$ cat src/rtl/perf_pkg.sv
package perf_pkg;
    localparam int CNT_W       = 32;
    localparam int NUM_CTR     = 2;
    localparam int SEL_W       = 5;
    localparam int NUM_CODES   = 31;
    localparam int CODE_CYCLES = 0;
    localparam int CODE_UNUSED = 29;
    localparam int REG_W       = CNT_W * NUM_CTR;
    localparam int CTRL_W      = 2 * SEL_W + 3;

    typedef enum logic {
        REG_COUNT = 1'b0,
        REG_CTRL  = 1'b1
    } reg_sel_e;

    typedef enum logic [1:0] {
        CT_HOLD = 2'd0,
        CT_STEP = 2'd1,
        CT_LOAD = 2'd2
    } ctr_action_e;

    typedef struct packed {
        logic             glb_en;
        logic             krn_en;
        logic             usr_en;
        logic [SEL_W-1:0] sel1;
        logic [SEL_W-1:0] sel0;
    } ctrl_t;
endpackage

$ cat src/rtl/perf_ctrl_reg.sv
module perf_ctrl_reg
    import perf_pkg::*;
(
    input  logic              clk,
    input  logic              rst_n,
    input  logic              wr_en,
    input  logic [CTRL_W-1:0] wr_val,
    output ctrl_t             ctrl_q
);
    always_ff @(posedge clk or negedge rst_n) begin
        if (!rst_n)
            ctrl_q <= '0;
        else if (wr_en)
            ctrl_q <= ctrl_t'(wr_val);
    end

    assert_ctrl_load_R3: assert property (@(posedge clk) disable iff (!rst_n)
        wr_en |=> (ctrl_q == ctrl_t'($past(wr_val))));
endmodule

$ cat src/rtl/perf_event_sel.sv
module perf_event_sel
    import perf_pkg::*;
#(
    parameter int CODE_W  = SEL_W,
    parameter int N_CODES = NUM_CODES
) (
    input  logic               clk,
    input  logic               rst_n,
    input  logic [CODE_W-1:0]  code,
    input  logic [N_CODES-1:0] strobe,
    input  logic               mode_ok,
    output logic               inc
);
    logic hit;

    always_comb begin
        hit = 1'b0;
        if (code == CODE_W'(CODE_CYCLES))
            hit = 1'b1;
        else if (code == CODE_W'(CODE_UNUSED) || int'(code) >= N_CODES)
            hit = 1'b0;
        else
            hit = strobe[code];
    end

    assign inc = hit & mode_ok;

    assert_reserved_quiet_R6: assert property (@(posedge clk) disable iff (!rst_n)
        (code == CODE_W'(CODE_UNUSED) || int'(code) >= N_CODES) |-> !inc);
    assert_filter_gate_R7: assert property (@(posedge clk) disable iff (!rst_n)
        !mode_ok |-> !inc);
endmodule

$ cat src/rtl/perf_counter.sv
module perf_counter
    import perf_pkg::*;
#(
    parameter int W = CNT_W
) (
    input  logic         clk,
    input  logic         rst_n,
    input  logic         ld,
    input  logic [W-1:0] ld_val,
    input  logic         inc,
    output logic [W-1:0] cnt_q
);
    ctr_action_e act;

    always_comb begin
        if (ld)       act = CT_LOAD;
        else if (inc) act = CT_STEP;
        else          act = CT_HOLD;
    end

    always_ff @(posedge clk or negedge rst_n) begin
        if (!rst_n) begin
            cnt_q <= '0;
        end else begin
            unique case (act)
                CT_LOAD: cnt_q <= ld_val;
                CT_STEP: cnt_q <= cnt_q + W'(1);
                CT_HOLD: cnt_q <= cnt_q;
                default: cnt_q <= cnt_q;
            endcase
        end
    end

    assert_load_wins_R8: assert property (@(posedge clk) disable iff (!rst_n)
        ld |=> (cnt_q == $past(ld_val)));
    assert_step_one_R5: assert property (@(posedge clk) disable iff (!rst_n)
        (!ld && inc) |=> (cnt_q - $past(cnt_q) == W'(1)));
    assert_hold_idle_R11: assert property (@(posedge clk) disable iff (!rst_n)
        (!ld && !inc) |=> $stable(cnt_q));
    assert_wrap_zero_R10: assert property (@(posedge clk) disable iff (!rst_n)
        (!ld && inc && cnt_q == '1) |=> (cnt_q == '0));
endmodule

$ cat src/rtl/perf_counter_unit.sv
module perf_counter_unit
    import perf_pkg::*;
(
    input  logic                 clk,
    input  logic                 rst_n,
    input  logic [NUM_CODES-1:0] ev_strobe,
    input  logic                 priv_kernel,
    input  logic                 reg_wr,
    input  logic                 reg_addr,
    input  logic [REG_W-1:0]     reg_wdata,
    output logic [REG_W-1:0]     reg_rdata,
    output logic                 irq
);
    ctrl_t            ctrl_q;
    logic             wr_count;
    logic             wr_ctrl;
    logic             mode_ok;
    logic [SEL_W-1:0] sel   [NUM_CTR];
    logic [CNT_W-1:0] cnt_q [NUM_CTR];
    logic [NUM_CTR-1:0] inc;
    logic [NUM_CTR-1:0] msb;
    logic [REG_W-1:0] count_word;

    assign wr_count = reg_wr && (reg_sel_e'(reg_addr) == REG_COUNT);
    assign wr_ctrl  = reg_wr && (reg_sel_e'(reg_addr) == REG_CTRL);
    assign mode_ok  = ctrl_q.glb_en & (priv_kernel ? ctrl_q.krn_en : ctrl_q.usr_en);
    assign sel[0]   = ctrl_q.sel0;
    assign sel[1]   = ctrl_q.sel1;

    perf_ctrl_reg u_ctrl (
        .clk    (clk),
        .rst_n  (rst_n),
        .wr_en  (wr_ctrl),
        .wr_val (reg_wdata[CTRL_W-1:0]),
        .ctrl_q (ctrl_q)
    );

    for (genvar i = 0; i < NUM_CTR; i++) begin : g_ctr
        perf_event_sel #(.CODE_W(SEL_W), .N_CODES(NUM_CODES)) u_sel (
            .clk     (clk),
            .rst_n   (rst_n),
            .code    (sel[i]),
            .strobe  (ev_strobe),
            .mode_ok (mode_ok),
            .inc     (inc[i])
        );
        perf_counter #(.W(CNT_W)) u_cnt (
            .clk    (clk),
            .rst_n  (rst_n),
            .ld     (wr_count),
            .ld_val (reg_wdata[i*CNT_W +: CNT_W]),
            .inc    (inc[i]),
            .cnt_q  (cnt_q[i])
        );
        assign count_word[i*CNT_W +: CNT_W] = cnt_q[i];
        assign msb[i] = cnt_q[i][CNT_W-1];
    end

    always_comb begin
        unique case (reg_sel_e'(reg_addr))
            REG_COUNT: reg_rdata = count_word;
            REG_CTRL:  reg_rdata = REG_W'(ctrl_q);
            default:   reg_rdata = '0;
        endcase
    end

    assign irq = |msb;

    assert_frozen_off_R7: assert property (@(posedge clk) disable iff (!rst_n)
        (!ctrl_q.glb_en && !wr_count) |=> $stable(count_word));
    assert_irq_follows_R9: assert property (@(posedge clk) disable iff (!rst_n)
        (!wr_count && !(|inc)) |=> (irq == $past(irq)));
endmodule

$ cat config.mk
export PLATFORM = sky130hd
export DESIGN_NAME = perf_counter_unit
export DESIGN_NICKNAME = d
export VERILOG_FILES = /design/src/rtl/perf_pkg.sv /design/src/rtl/perf_ctrl_reg.sv /design/src/rtl/perf_event_sel.sv /design/src/rtl/perf_counter.sv /design/src/rtl/perf_counter_unit.sv
export SDC_FILE = /design/constraint.sdc
export NUM_CORES = 1
export LEC_CHECK = 0
export BUFFER_PORTS_ARGS = -buffer_cell sky130_fd_sc_hd__buf_2
export CORE_MARGIN = 5
export CORE_UTILIZATION = 45
export DETAILED_ROUTE_END_ITERATION = 8
export PLACE_DENSITY_LB_ADDON = 0.3
export SLEW_MARGIN = 20
export SYNTH_ARGS = -nofsm -noshare
export SYNTH_HDL_FRONTEND = slang
export SYNTH_SLANG_ARGS = --single-unit
$ cat constraint.sdc
create_clock -name clk -period 3.4 [get_ports clk]
set_clock_uncertainty 0.15 [all_clocks]
set_input_delay 1.02 -clock clk [delete_from_list [all_inputs] [get_ports clk]]
set_output_delay 1.02 -clock clk [all_outputs]
set_load 0.01 [all_outputs]
==> Word level (Yosys, flattened, before mapping) <==
Index checks and enable logic that the tools add are counted.
{ "totals": {"regBits": 77, "inputBits": 100, "output_inout_bits": 65, "wordCells": 48} }
{ "classes": {"n_addsub": 2, "magnitude_cmp": 4, "n_eq_ne": 6, "muxes": 16, "bitwise": 4, "reduce_logical": 9} }
{ "ops": {"columns": ["cell", "n"], "rows": [
  ["32-bit one-hot mux with 2 select lines", 2],
  ["64-bit one-hot mux with 2 select lines", 1],
  ["32-bit by 1-bit adder with 32-bit output, second input constant", 2],
  ["5-bit by 6-bit < comparator with 1-bit output, second input constant", 2],
  ["1-bit binary-select mux with 5-bit select", 2],
  ["5-bit equality test, second input constant", 2],
  ["5-bit >= comparator, second input constant", 2],
  ["5-bit zero test", 2],
  ["1-bit two-way mux", 9],
  ["2-bit by 1-bit equality test with 1-bit output, second input constant", 2],
  ["2-bit equality test, second input constant", 2],
  ["2-bit two-way mux", 2],
  ["2-bit nonzero test", 2],
  ["1-bit bitwise AND", 3],
  ["1-bit logical AND", 2],
  ["1-bit logical OR", 2],
  ["2-bit OR reduction", 1],
  ["1-bit NOT", 1]
]} }

==> Longest topological paths before layout <==
Gate-level depths: netlist (run 1).
{ "depth": {"ltp_word": 9, "mapped_depth": 10} }

==> Modules after synthesis <==
From an unflattened synthesis (run 1), not the netlist that was laid out.
{ "hier_totals": {"cells_unflattened": 579, "hier_area_um2": 5385.2} }
{ "by_module_without_submodules": {"columns": ["module", "n_inst", "cells_each", "area_per_inst_um2", "seq_area_each_um2"], "rows": [
  ["perf_counter (g_ctr[0].u_cnt)", 1, 221, 1896.8, 800.8],
  ["perf_counter (g_ctr[1].u_cnt)", 1, 209, 1821.7, 800.8],
  ["perf_event_sel", 2, 23, 301.5, 0.0],
  ["perf_counter_unit", 1, 76, 543.0, 0.0],
  ["perf_ctrl_reg", 1, 27, 520.5, 325.3]
]} }

==> Worst setup path after synthesis (run 1) <==
No wires, ideal clock.
{ "synth_path": {"path_kind": "input port to flip-flop", "startpoint": "in ev_strobe[1]", "endpoint": "reg g_ctr[1].u_cnt.cnt_q[29]", "setup_ps": 136, "arrival_ps": 3024, "required_time_ps": 3114, "setup_slack_ps": 90, "cell_stages": 5, "path_cell_list": "mux4_1 -> a2111oi_2 -> a2111oi_4 -> nand3_1 -> or3b_2"} }
{ "synth_via": {"elab_chain_cells": 9, "word_cells_on_any_way": 11, "classes_between": "2 x eq/ne; 7 x mux; 1 x bitwise; 1 x reduce/logical"} }
{ "synth_lines": {"columns": ["item", "line", "text"], "rows": [
  ["start: declaration", "perf_counter_unit.sv:6", "input logic [NUM_CODES-1:0] ev_strobe,"],
  ["1-bit binary-select mux with 5-bit select (*)", "perf_event_sel.sv:23", "hit = strobe[code];"],
  ["1-bit two-way mux (implied by the code) (*)", "perf_event_sel.sv:23", null],
  ["1-bit two-way mux (*)", "perf_event_sel.sv:20", "else if (code == CODE_W'(CODE_UNUSED) || int'(code) >= N_CODES)"],
  ["1-bit two-way mux (*)", "perf_event_sel.sv:18", "if (code == CODE_W'(CODE_CYCLES))"],
  ["1-bit bitwise AND (*)", "perf_event_sel.sv:26", "assign inc = hit & mode_ok;"],
  ["1-bit two-way mux (*)", "perf_counter.sv:17", "else if (inc) act = CT_STEP;"],
  ["2-bit two-way mux (*)", "perf_counter.sv:16", "if (ld) act = CT_LOAD;"],
  ["2-bit by 1-bit equality test with 1-bit output or 2-bit equality test (tied branches)", "perf_counter.sv:25", "unique case (act)"],
  ["32-bit one-hot mux with 2 select lines or 2-bit nonzero test (tied branches)", null, null],
  ["end signal: assignment", "perf_counter.sv:26", "CT_LOAD: cnt_q <= ld_val;"],
  ["end signal: assignment", "perf_counter.sv:27", "CT_STEP: cnt_q <= cnt_q + W'(1);"],
  ["end signal: assignment", "perf_counter.sv:28", "CT_HOLD: cnt_q <= cnt_q;"],
  ["end: declaration", "perf_counter.sv:11", "output logic [W-1:0] cnt_q"]
]} }
Mark *: on every way between the ends. The rest lies on a longest branch, timed or not. The select of a mux whose other input is x is not followed.
A chain may end at the register's enable or synchronous reset.

==> Worst setup path in the final report (run 1) <==
{ "layout_path": {"startpoint": "in reg_addr", "endpoint": "out reg_rdata[50]"} }
{ "layout_via": {"elab_chain_cells": 2} }
{ "layout_lines": {"columns": ["item", "line", "text"], "rows": [
  ["start: declaration", "perf_counter_unit.sv:9", "input logic reg_addr,"],
  ["1-bit NOT", "perf_counter_unit.sv:60", "unique case (reg_sel_e'(reg_addr))"],
  ["64-bit one-hot mux with 2 select lines (*)", "perf_counter_unit.sv:60", null],
  ["end: declaration", "perf_counter_unit.sv:11", "output logic [REG_W-1:0] reg_rdata,"]
]} }
Mark *: on every way between the ends. The rest lies on a longest branch, timed or not.

==> summary.md, run 1 <==
| Metric | Value |
|---|---|
| Status | `completed` |
| Mapped Nets | `775` |
| Gp weighted congestion | `0.850` |
| N_diodes | `0` |
| Synthesis-stage register bit count | `77` |
| CTS Hold Bufs | `0` |
| Period utilization | `0.944` |
| Crit Path Category | `in -> out` |
| CTS Buf Count | `9` |
| Initial DRT Pass Iterations | `5` |
| CP required | `2.23 ns` |
| Worst setup margin | `0.189 ns` |
| Non-Filler Instances | `1005` |
| Hold Vio Cnt, Final | `0` |
| Deepest clock path buffer count | `2` |
| Die height | `122 microns` |
| CP max FO | `29` |
| Worst EP arrival | `2.04 ns` |
| Inst Count DP | `989` |
| Fmax | `311 MHz` |
| Max-Slew Margin vs Limit | `0.408` |
| Seq/Total Area, Yosys | `0.340` |
| Clk Latency, worst-skew pair | `0.34 ns` |
| Wire length per cell | `16.6 microns` |
| DP HPWL | `12300 microns` |
| Sw Pwr | `1.14 mW` |
| Max_cap viols | `0` |
| Clock power share | `0.308` |
| Worst Reg-to-Reg Cells | `7` |
| Crit-path slowest cell | `buf_4` |
| Reg2reg setup slack | `0.29 ns` |
| Grt total ovfl | `0` |
| RR Endpoint | `g_ctr[0].u_cnt.cnt_q[28]` |
| Fill count | `1134` |
| WP depth | `4` |
| Sink Count | `77` |
| Buffers on Ports | `163` |
| Full die area | `14900 sq um` |
| R2R Path Start | `u_ctrl.ctrl_q[1]` |
| Final wirelength | `16700 microns` |
| H-tree depth | `3` |
| Vias in the first global route | `5768` |
| Worst VDD drop | `0.000195 V` |
| Max incr delay on CP | `0.38 ns` |
| CTS tree | `done` |
| Hold path startpoint | `u_ctrl.ctrl_q[11]` |
| CP delay by family, top | `buffers and inverters` |
| Post-CTS sizing | `0` |
| Clock transition at path regs | `0.06 ns` |
| Layout area overhead | `24.5%` |
| DR DRC count | `0` |
| Worst slew pin tran | `0.880 ns` |
| Static leakage | `3.13 nW` |
| CP endpoint kind | `output port` |
| Initial core utilization | `0.455` |
| Most Frequent Cell on Critical Path | `buf_2` |
| Setup Fix Bufs, Post-CTS | `0` |
| Row count | `41` |
| Post-synthesis instance area | `5670 sq um` |
| Layout cells sized above 1 | `0.304` |
| Int Power | `2.16 mW` |
| Die Width | `122 microns` |
| Setup crit start kind | `input pin` |
| Via count | `5681` |
| Global-route wire length before repair | `27100 microns` |
| Switching share of total power | `0.345` |
| EDFF count, synth | `0` |
| Gate power share | `0.308` |
| DR vias/cell | `5.65` |
| Power Density | `468 nW/um^2` |
| Initial antenna violation count | `0` |
| Critical path endpoint | `reg_rdata[50]` |
| Top_reg_cell synth | `dfrtp_1` |
| Unrepaired setup endpoints after global routing | `false` |
| Min cycle time layout | `3.21 ns` |
| CP Cell Sequence | `buf_2 -> buf_4 -> nor2_1 -> buf_2` |
| Final net count | `930` |
| Worst hold path class | `reg -> reg` |
| Synth Instances | `673` |
| Synth warn | `0` |
| Setup_tns | `0 ns` |
| Initial DRC Count | `325` |
| Clock root buffer | `clkbuf_16` |
| Worst Path Buf+Inv | `3` |
| Remaining antenna violation count | `0` |
| Sequential share of power | `0.384` |
| Core area | `12500 sq um` |
| Avg Cell Area, Syn | `8.42 sq um` |
| Worst Setup SP | `reg_addr` |
| Pin count of the biggest net entering global routing | `78` |
| # IOs | `165` |
| Final setup vio count | `0` |
| Gr usage total | `0.224` |
| Synth cell types | `63` |
| Asr flop ratio synth | `1.00` |
| Post-placement setup slack | `0.0687 ns` |
| Final Max Tran Viols | `0` |
-- routing by layer --
metal / track usage / wire length (microns) / vias to the layer above
met5: 0 / 0 / -
met4: 0.0714 / 295 / 0
met3: 0.0429 / 1090 / 23
met2: 0.379 / 8010 / 177
met1: 0.289 / 7250 / 2708
li1: - / - / 2773
-- cells in the mapped netlist, types with 11 or more instances --
library cell,number,share of area
dfrtp_1,77,0.34
nor2_1,74,0.049
nand2_1,63,0.042
nand3_1,40,0.035
a31oi_1,38,0.042
nor2b_1,37,0.041
mux2i_1,30,0.053
o21ai_0,29,0.026
clkbuf_1,28,0.019
inv_1,26,0.017
mux2_2,23,0.046
nor3_1,15,0.013
nand4_1,13,0.014
or3_1,11,0.012
-- final cells by class --
class | instances | area [sq um] | share of cell area
clock inverters | 4 | 45.0 | 0.00638
well taps | 172 | 215 | 0.0305
clock buffers | 12 | 267 | 0.0378
repair buffers | 189 | 1040 | 0.148
multi-input cells | 525 | 3460 | 0.491
flip-flops and latches | 77 | 1930 | 0.273
inverters | 26 | 97.6 | 0.0138
-- state kept, by name, indices dropped and copies added, names as in the netlist --
register / flops
u_ctrl.ctrl_q: 13
g_ctr.u_cnt.cnt_q: 64
-- power groups by stage --
| stage | clock [mW] | sequential [mW] | combinational [mW] |
|---|---|---|---|
| 2_1_floorplan | 0 | 1.18 | 0.735 |
| 3_3_place_gp | 0 | 1.27 | 0.992 |
| 6_report | 1.02 | 1.27 | 1.02 |
| 3_5_place_dp | 0 | 1.28 | 1.01 |
| 4_1_cts | 1.03 | 1.27 | 1.02 |
| 5_1_grt | 1.07 | 1.30 | 1.14 |
-- layout by cell type, fill, tap and decap left out, drive strengths merged, types with 26 or more instances in the layout --
master  instances
o21ai          29
inv            26
a31oi          38
mux2i          30
nand3          40
nor2           74
dfrtp          77
nor2b          37
buf           189
nand2          63
-- worst min-delay path by stage --
stage,end,cells past startpoint
after global routing,u_ctrl.ctrl_q[11],1
after detailed placement,u_ctrl.ctrl_q[11],1
final,u_ctrl.ctrl_q[11],1
after CTS,u_ctrl.ctrl_q[11],1
after floorplan,u_ctrl.ctrl_q[10],1
after global placement,u_ctrl.ctrl_q[10],1
-- kinds of logic after synthesis --
family / count (synthesis) / share of synthesized area
buffers and inverters: 71 / 0.0519
XOR/XNOR: 7 / 0.0108
adder cells (fa/ha/maj): 2 / 0.00441
flip-flops: 77 / 0.340
multiplexers: 61 / 0.132
AND/OR/NAND/NOR: 320 / 0.290
AO/OA/AOI/OAI: 135 / 0.172
-- metrics by stage --
step / hold slack (ns) / total power [mW] / area (sq um) / utilization
final: 0.407 / 3.31 / 7060 / 0.566
after global routing: 0.422 / 3.50 / 7060 / 0.566
after CTS: 0.410 / 3.32 / 7050 / 0.566
after detailed placement: 0.395 / 2.30 / 6740 / 0.541
after global placement: 0.354 / 2.26 / 6740 / 0.541
after floorplan: 0.342 / 1.91 / 5670 / -
(Power assumes the default switching activity.)
==> run 2: changes to the inputs <==
- ABC_AREA: default -> 1
- SKIP_LAST_GASP: default -> 1
- SLEW_MARGIN: 20 -> default
==> summary.md, run 2 <==
| Metric | Value |
|---|---|
| Status | `completed` |
| Synth cell types | `31` |
| Design Area, Final | `7830 sq um` |
| Min cycle time layout | `2.98 ns` |
| Max reg flops | `64` |
| Clock transition at path regs | `0.06 ns` |
| Full die area | `17200 sq um` |
| Post-DP Area | `7490 sq um` |
| Final net count | `1344` |
| Layout area overhead | `18.7%` |
| Mapped Nets | `1198` |
| Wire length per cell | `14.6 microns` |
| Die Width | `131 microns` |
| Reg2reg setup slack | `0.58 ns` |
| Gate power share | `0.353` |
| Clock root buffer | `clkbuf_16` |
| Most frequent cells in the layout | `nand2_1, buf_2, inv_1` |
| Hold Vio Cnt, Final | `0` |
| Most common cell after layout, fill and taps aside | `nand2_1` |
| DR DRC count | `0` |
| Sink Count | `77` |
| Initial DRT Pass Iterations | `5` |
| Static leakage | `4.38 nW` |
| Max_cap viols | `0` |
| Buffers on Ports | `164` |
| Seq/Total Area, Yosys | `0.292` |
| RR Endpoint | `g_ctr[1].u_cnt.cnt_q[19]` |
| Gp weighted congestion | `0.968` |
| Area contributors post-synth | `dfrtp_1, nand2_1, inv_1` |
| Setup_tns | `0 ns` |
| Sw Pwr | `1.59 mW` |
| Grt total ovfl | `0` |
| Die height | `131 microns` |
| Initial core utilization | `0.457` |
| Final setup vio count | `0` |
| Worst hold path class | `reg -> reg` |
| Int Power | `2.29 mW` |
| Layout cells sized above 1 | `0.184` |
| CTS Buf Count | `9` |
| Max-Slew Margin vs Limit | `0.515` |
| DR vias/cell | `5.03` |
| Asr flop ratio synth | `1.00` |
| Power Density | `496 nW/um^2` |
| Clock power share | `0.281` |
| Top_reg_cell synth | `dfrtp_1` |
| Initial antenna violation count | `0` |
| Worst setup margin | `0.418 ns` |
| Synthesis-stage register bit count | `77` |
| Deepest clock path buffer count | `2` |
| Final wirelength | `20900 microns` |
| Non-Filler Instances | `1431` |
| Global-route wire length before repair | `33100 microns` |
| Largest regs | `g_ctr.u_cnt.cnt_q (64), u_ctrl.ctrl_q (13)` |
| Clk Latency, worst-skew pair | `0.35 ns` |
| # IOs | `165` |
| Post-placement setup slack | `0.421 ns` |
| Synth Instances | `1096` |
| Most instantiated cells after synthesis | `nand2_1, inv_1, nor2_1, nand3_1, dfrtp_1` |
| CP endpoint kind | `output port` |
| Post-synthesis instance area | `6590 sq um` |
| EDFF count, synth | `0` |
| Worst slew pin tran | `0.727 ns` |
| Final Core Density | `0.543` |
| Worst Hold Path EP | `g_ctr[1].u_cnt.cnt_q[31]` |
| Via count | `7197` |
| Switching share of total power | `0.410` |
| Worst Reg-to-Reg Cells | `12` |
| R2R Path Start | `u_ctrl.ctrl_q[5]` |
| Post-CTS sizing | `0` |
| Setup crit start kind | `input pin` |
| CP max FO | `33` |
| DP HPWL | `16200 microns` |
| Unrepaired setup endpoints after global routing | `false` |
| Vias in the first global route | `6619` |
| Biggest register | `g_ctr.u_cnt.cnt_q` |
| Row count | `44` |
| CTS tree | `done` |
| Gr usage total | `0.244` |
| Hold slack | `0.365 ns` |
| Setup Fix Bufs, Post-CTS | `0` |
| Pin count of the biggest net entering global routing | `44` |
| Hold path startpoint | `g_ctr[1].u_cnt.cnt_q[31]` |
| Worst EP arrival | `1.81 ns` |
| Period utilization | `0.877` |
| Fmax | `335 MHz` |
| Remaining antenna violation count | `0` |
| Crit Path Category | `in -> out` |
| CP required | `2.23 ns` |
| Hold path depth | `2` |
| Largest area contributor in the netlist | `dfrtp_1` |
| Final Max Tran Viols | `0` |
| Avg Cell Area, Syn | `6.01 sq um` |
| Sequential share of power | `0.366` |
| Worst VDD drop | `0.000358 V` |
| Total Power | `3.88 mW` |
| Top-count cell post-synth | `nand2_1` |
| Synth warn | `0` |
| N_diodes | `0` |
| Inst Count DP | `1415` |
| Core area | `14400 sq um` |
| Area fraction of the dominant cell type after synthesis | `0.292` |
| CTS Hold Bufs | `0` |
| Initial DRC Count | `589` |
| H-tree depth | `3` |
run 2: critical path, stage by stage:
cell and delay (ns):
buf_2 0.14, buf_4 0.32, nand2_1 0.09, o21ai_0 0.09
buf_2 0.15
run 2: final cells by class:
class	instances	area, sq um
multi-input combinational	826	3830
fill	1507	6600
clock inverter	6	93.8
tap	184	230
sequential	77	1930
inverter	151	574
timing repair buffer	177	933
clock buffer	10	239
run 2: power by group through the flow:
stage	Clock, mW	Sequential [mW]	Combinational [mW]
floorplan	0	1.32	1.00
global placement	0	1.42	1.35
detailed placement	0	1.43	1.37
CTS	1.10	1.41	1.38
global route	1.15	1.46	1.56
finish	1.09	1.42	1.37
run 2: worst max path at each step:
stage	cells past startpoint	endpoint	slack [ns]	start
detailed placement	5	reg_rdata[4]	0.42	reg_addr
global placement	5	reg_rdata[1]	0.47	reg_addr
global route	3	reg_rdata[5]	0.35	u_ctrl.ctrl_q[5]
finish	5	reg_rdata[4]	0.42	reg_addr
CTS	5	reg_rdata[4]	0.42	reg_addr
floorplan	4	reg_rdata[11]	0.59	reg_addr
run 2: metal layers:
| metal | global-route usage | wire length, microns |
|---|---|---|
| met4 | 0.0684 | 310 |
| met2 | 0.377 | 9160 |
| met5 | 0 | 0 |
| met1 | 0.354 | 9700 |
| met3 | 0.0370 | 1690 |
run 2: cells by family (layout without fill, tap and decap cells):
group / after synthesis / after routing / synth area share
AOI/OAI and AO/OA: 64 / 64 / 0.0532
xor gates and xnor gates: 43 / 43 / 0.0571
adders and majority gates: 2 / 2 / 0.00380
buffers and inverters: 193 / 344 / 0.128
DFF: 77 / 77 / 0.292
muxes: 1 / 1 / 0.00171
and+or+nand+nor: 716 / 716 / 0.464
==> run 3: changes to the inputs <==
==> constraint.sdc (replaced) <==
create_clock -name clk -period 3.4 [get_ports clk]
set_clock_uncertainty 0.15 [all_clocks]
set_input_delay 0.68 -clock clk [delete_from_list [all_inputs] [get_ports clk]]
set_output_delay 0.68 -clock clk [all_outputs]
set_load 0.01 [all_outputs]
==> summary.md, run 3 (synthesis results as in run 2) <==
| Metric | Value |
|---|---|
| DR DRC count | `0` |
| Sink Count | `77` |
| Clk Latency, worst-skew pair | `0.35 ns` |
| Crit Path Category | `reg -> reg` |
| Status | `completed` |
| Final net count | `1341` |
| Final Max Tran Viols | `0` |
| Initial DRC Count | `561` |
| Layout cells sized above 1 | `0.182` |
| Largest regs | `g_ctr.u_cnt.cnt_q (64), u_ctrl.ctrl_q (13)` |
| Vias in the first global route | `6777` |
| Max-Slew Margin vs Limit | `0.313` |
| CP required | `3.47 ns` |
| Setup_tns | `0 ns` |
| Power Density | `492 nW/um^2` |
| CP max FO | `29` |
| Worst VDD drop | `0.000276 V` |
| Max_cap viols | `0` |
| Period utilization | `0.851` |
| Layout area overhead | `17.9%` |
| CTS Buf Count | `9` |
| # IOs | `165` |
| Gr usage total | `0.251` |
| Grt total ovfl | `0` |
| Design Area, Final | `7770 sq um` |
| Most common cell after layout, fill and taps aside | `nand2_1` |
| Row count | `44` |
| Worst EP arrival | `2.97 ns` |
| Min cycle time layout | `2.89 ns` |
| Die height | `131 microns` |
| Buffers on Ports | `164` |
| Initial DRT Pass Iterations | `5` |
| CTS Hold Bufs | `0` |
| Max reg flops | `64` |
| Setup crit start kind | `flop` |
| Remaining antenna violation count | `0` |
| Clock root buffer | `clkbuf_16` |
| Post-DP Area | `7460 sq um` |
| Worst slew pin tran | `1.03 ns` |
| Biggest register | `g_ctr.u_cnt.cnt_q` |
| Via count | `7345` |
| Initial antenna violation count | `0` |
| Core area | `14400 sq um` |
| Clock transition at path regs | `0.07 ns` |
| Pin count of the biggest net entering global routing | `78` |
| Post-placement setup slack | `0.578 ns` |
| Initial core utilization | `0.457` |
| Global-route wire length before repair | `34000 microns` |
| Worst hold path class | `in -> async` |
| Wire length per cell | `15.0 microns` |
| Worst setup margin | `0.507 ns` |
| Hold Vio Cnt, Final | `0` |
| CTS tree | `done` |
| Die Width | `131 microns` |
| Full die area | `17200 sq um` |
| Final setup vio count | `0` |
| Setup Fix Bufs, Post-CTS | `0` |
| N_diodes | `0` |
| Deepest clock path buffer count | `2` |
| Final wirelength | `21500 microns` |
| CP endpoint kind | `flop` |
| H-tree depth | `3` |
| Gp weighted congestion | `0.947` |
| Post-CTS sizing | `0` |
| Static leakage | `4.35 nW` |
| DP HPWL | `16200 microns` |
| DR vias/cell | `5.14` |
| Fmax | `346 MHz` |
| Most frequent cells in the layout | `nand2_1, buf_2, inv_1` |
| Unrepaired setup endpoints after global routing | `false` |
-- run 3: through the flow --
step	utilization	hold slack, ns	cells	power (mW)
2_1_floorplan	-	0.234	1096	2.32
3_3_place_gp	0.517	0.345	1412	2.77
3_5_place_dp	0.517	0.347	1412	2.79
4_1_cts	0.539	0.362	1428	3.82
5_1_grt	0.539	0.402	1428	4.08
6_report	0.539	0.313	1428	3.82
-- run 3: final cells by class --
| class | count | area, sq um |
|---|---|---|
| fill | 1553 | 6660 |
| multi-input combinational | 826 | 3830 |
| sequential | 77 | 1930 |
| clock inverter | 5 | 58.8 |
| tap | 184 | 230 |
| timing repair buffer | 174 | 898 |
| inverter | 151 | 574 |
| clock buffer | 11 | 253 |
-- run 3: path summary, 6_finish.rpt --
path / endpoint / depth (start not counted) / slack, ns / startpoint
max in group asynchronous: g_ctr[1].u_cnt.cnt_q[26] / 1 / 2.08 / rst_n
min in group clk: g_ctr[1].u_cnt.cnt_q[31] / 2 / 0.36 / g_ctr[1].u_cnt.cnt_q[31]
worst max register to register: g_ctr[1].u_cnt.cnt_q[12] / 13 / 0.51 / u_ctrl.ctrl_q[5]
worst min-delay path: g_ctr[0].u_cnt.cnt_q[21] / 1 / 0.31 / rst_n
worst min register to register: g_ctr[1].u_cnt.cnt_q[31] / 2 / 0.36 / g_ctr[1].u_cnt.cnt_q[31]
worst max-delay path: g_ctr[1].u_cnt.cnt_q[12] / 13 / 0.51 / u_ctrl.ctrl_q[5]
-- run 3: where the power goes --
group | internal, mW | switching (mW) | total [mW]
sequential | 1.12 | 0.296 | 1.42
combinational | 0.494 | 0.882 | 1.38
clock | 0.609 | 0.419 | 1.03
-- run 3: critical path, stage by stage (launching register included) --
cell	delay, ns
dfrtp_1	0.77
inv_6	0.14
nand2_1	0.10
nand3_1	0.06
nand2_1	0.07
nand2_1	0.04
nand2_1	0.05
inv_1	0.03
nand2_1	0.06
nand2_1	0.06
nand3_2	0.22
nand3_2	0.51
o21ai_0	0.39
nand2_1	0.08
-- run 3: routing by layer --
metal / GRT usage / part of all wire / vias to the layer above
met5: 0 / 0 / -
met4: 0.0913 / 0.020 / 0
met3: 0.0362 / 0.082 / 34
met2: 0.378 / 0.44 / 280
met1: 0.365 / 0.46 / 3352
li1: - / - / 3679
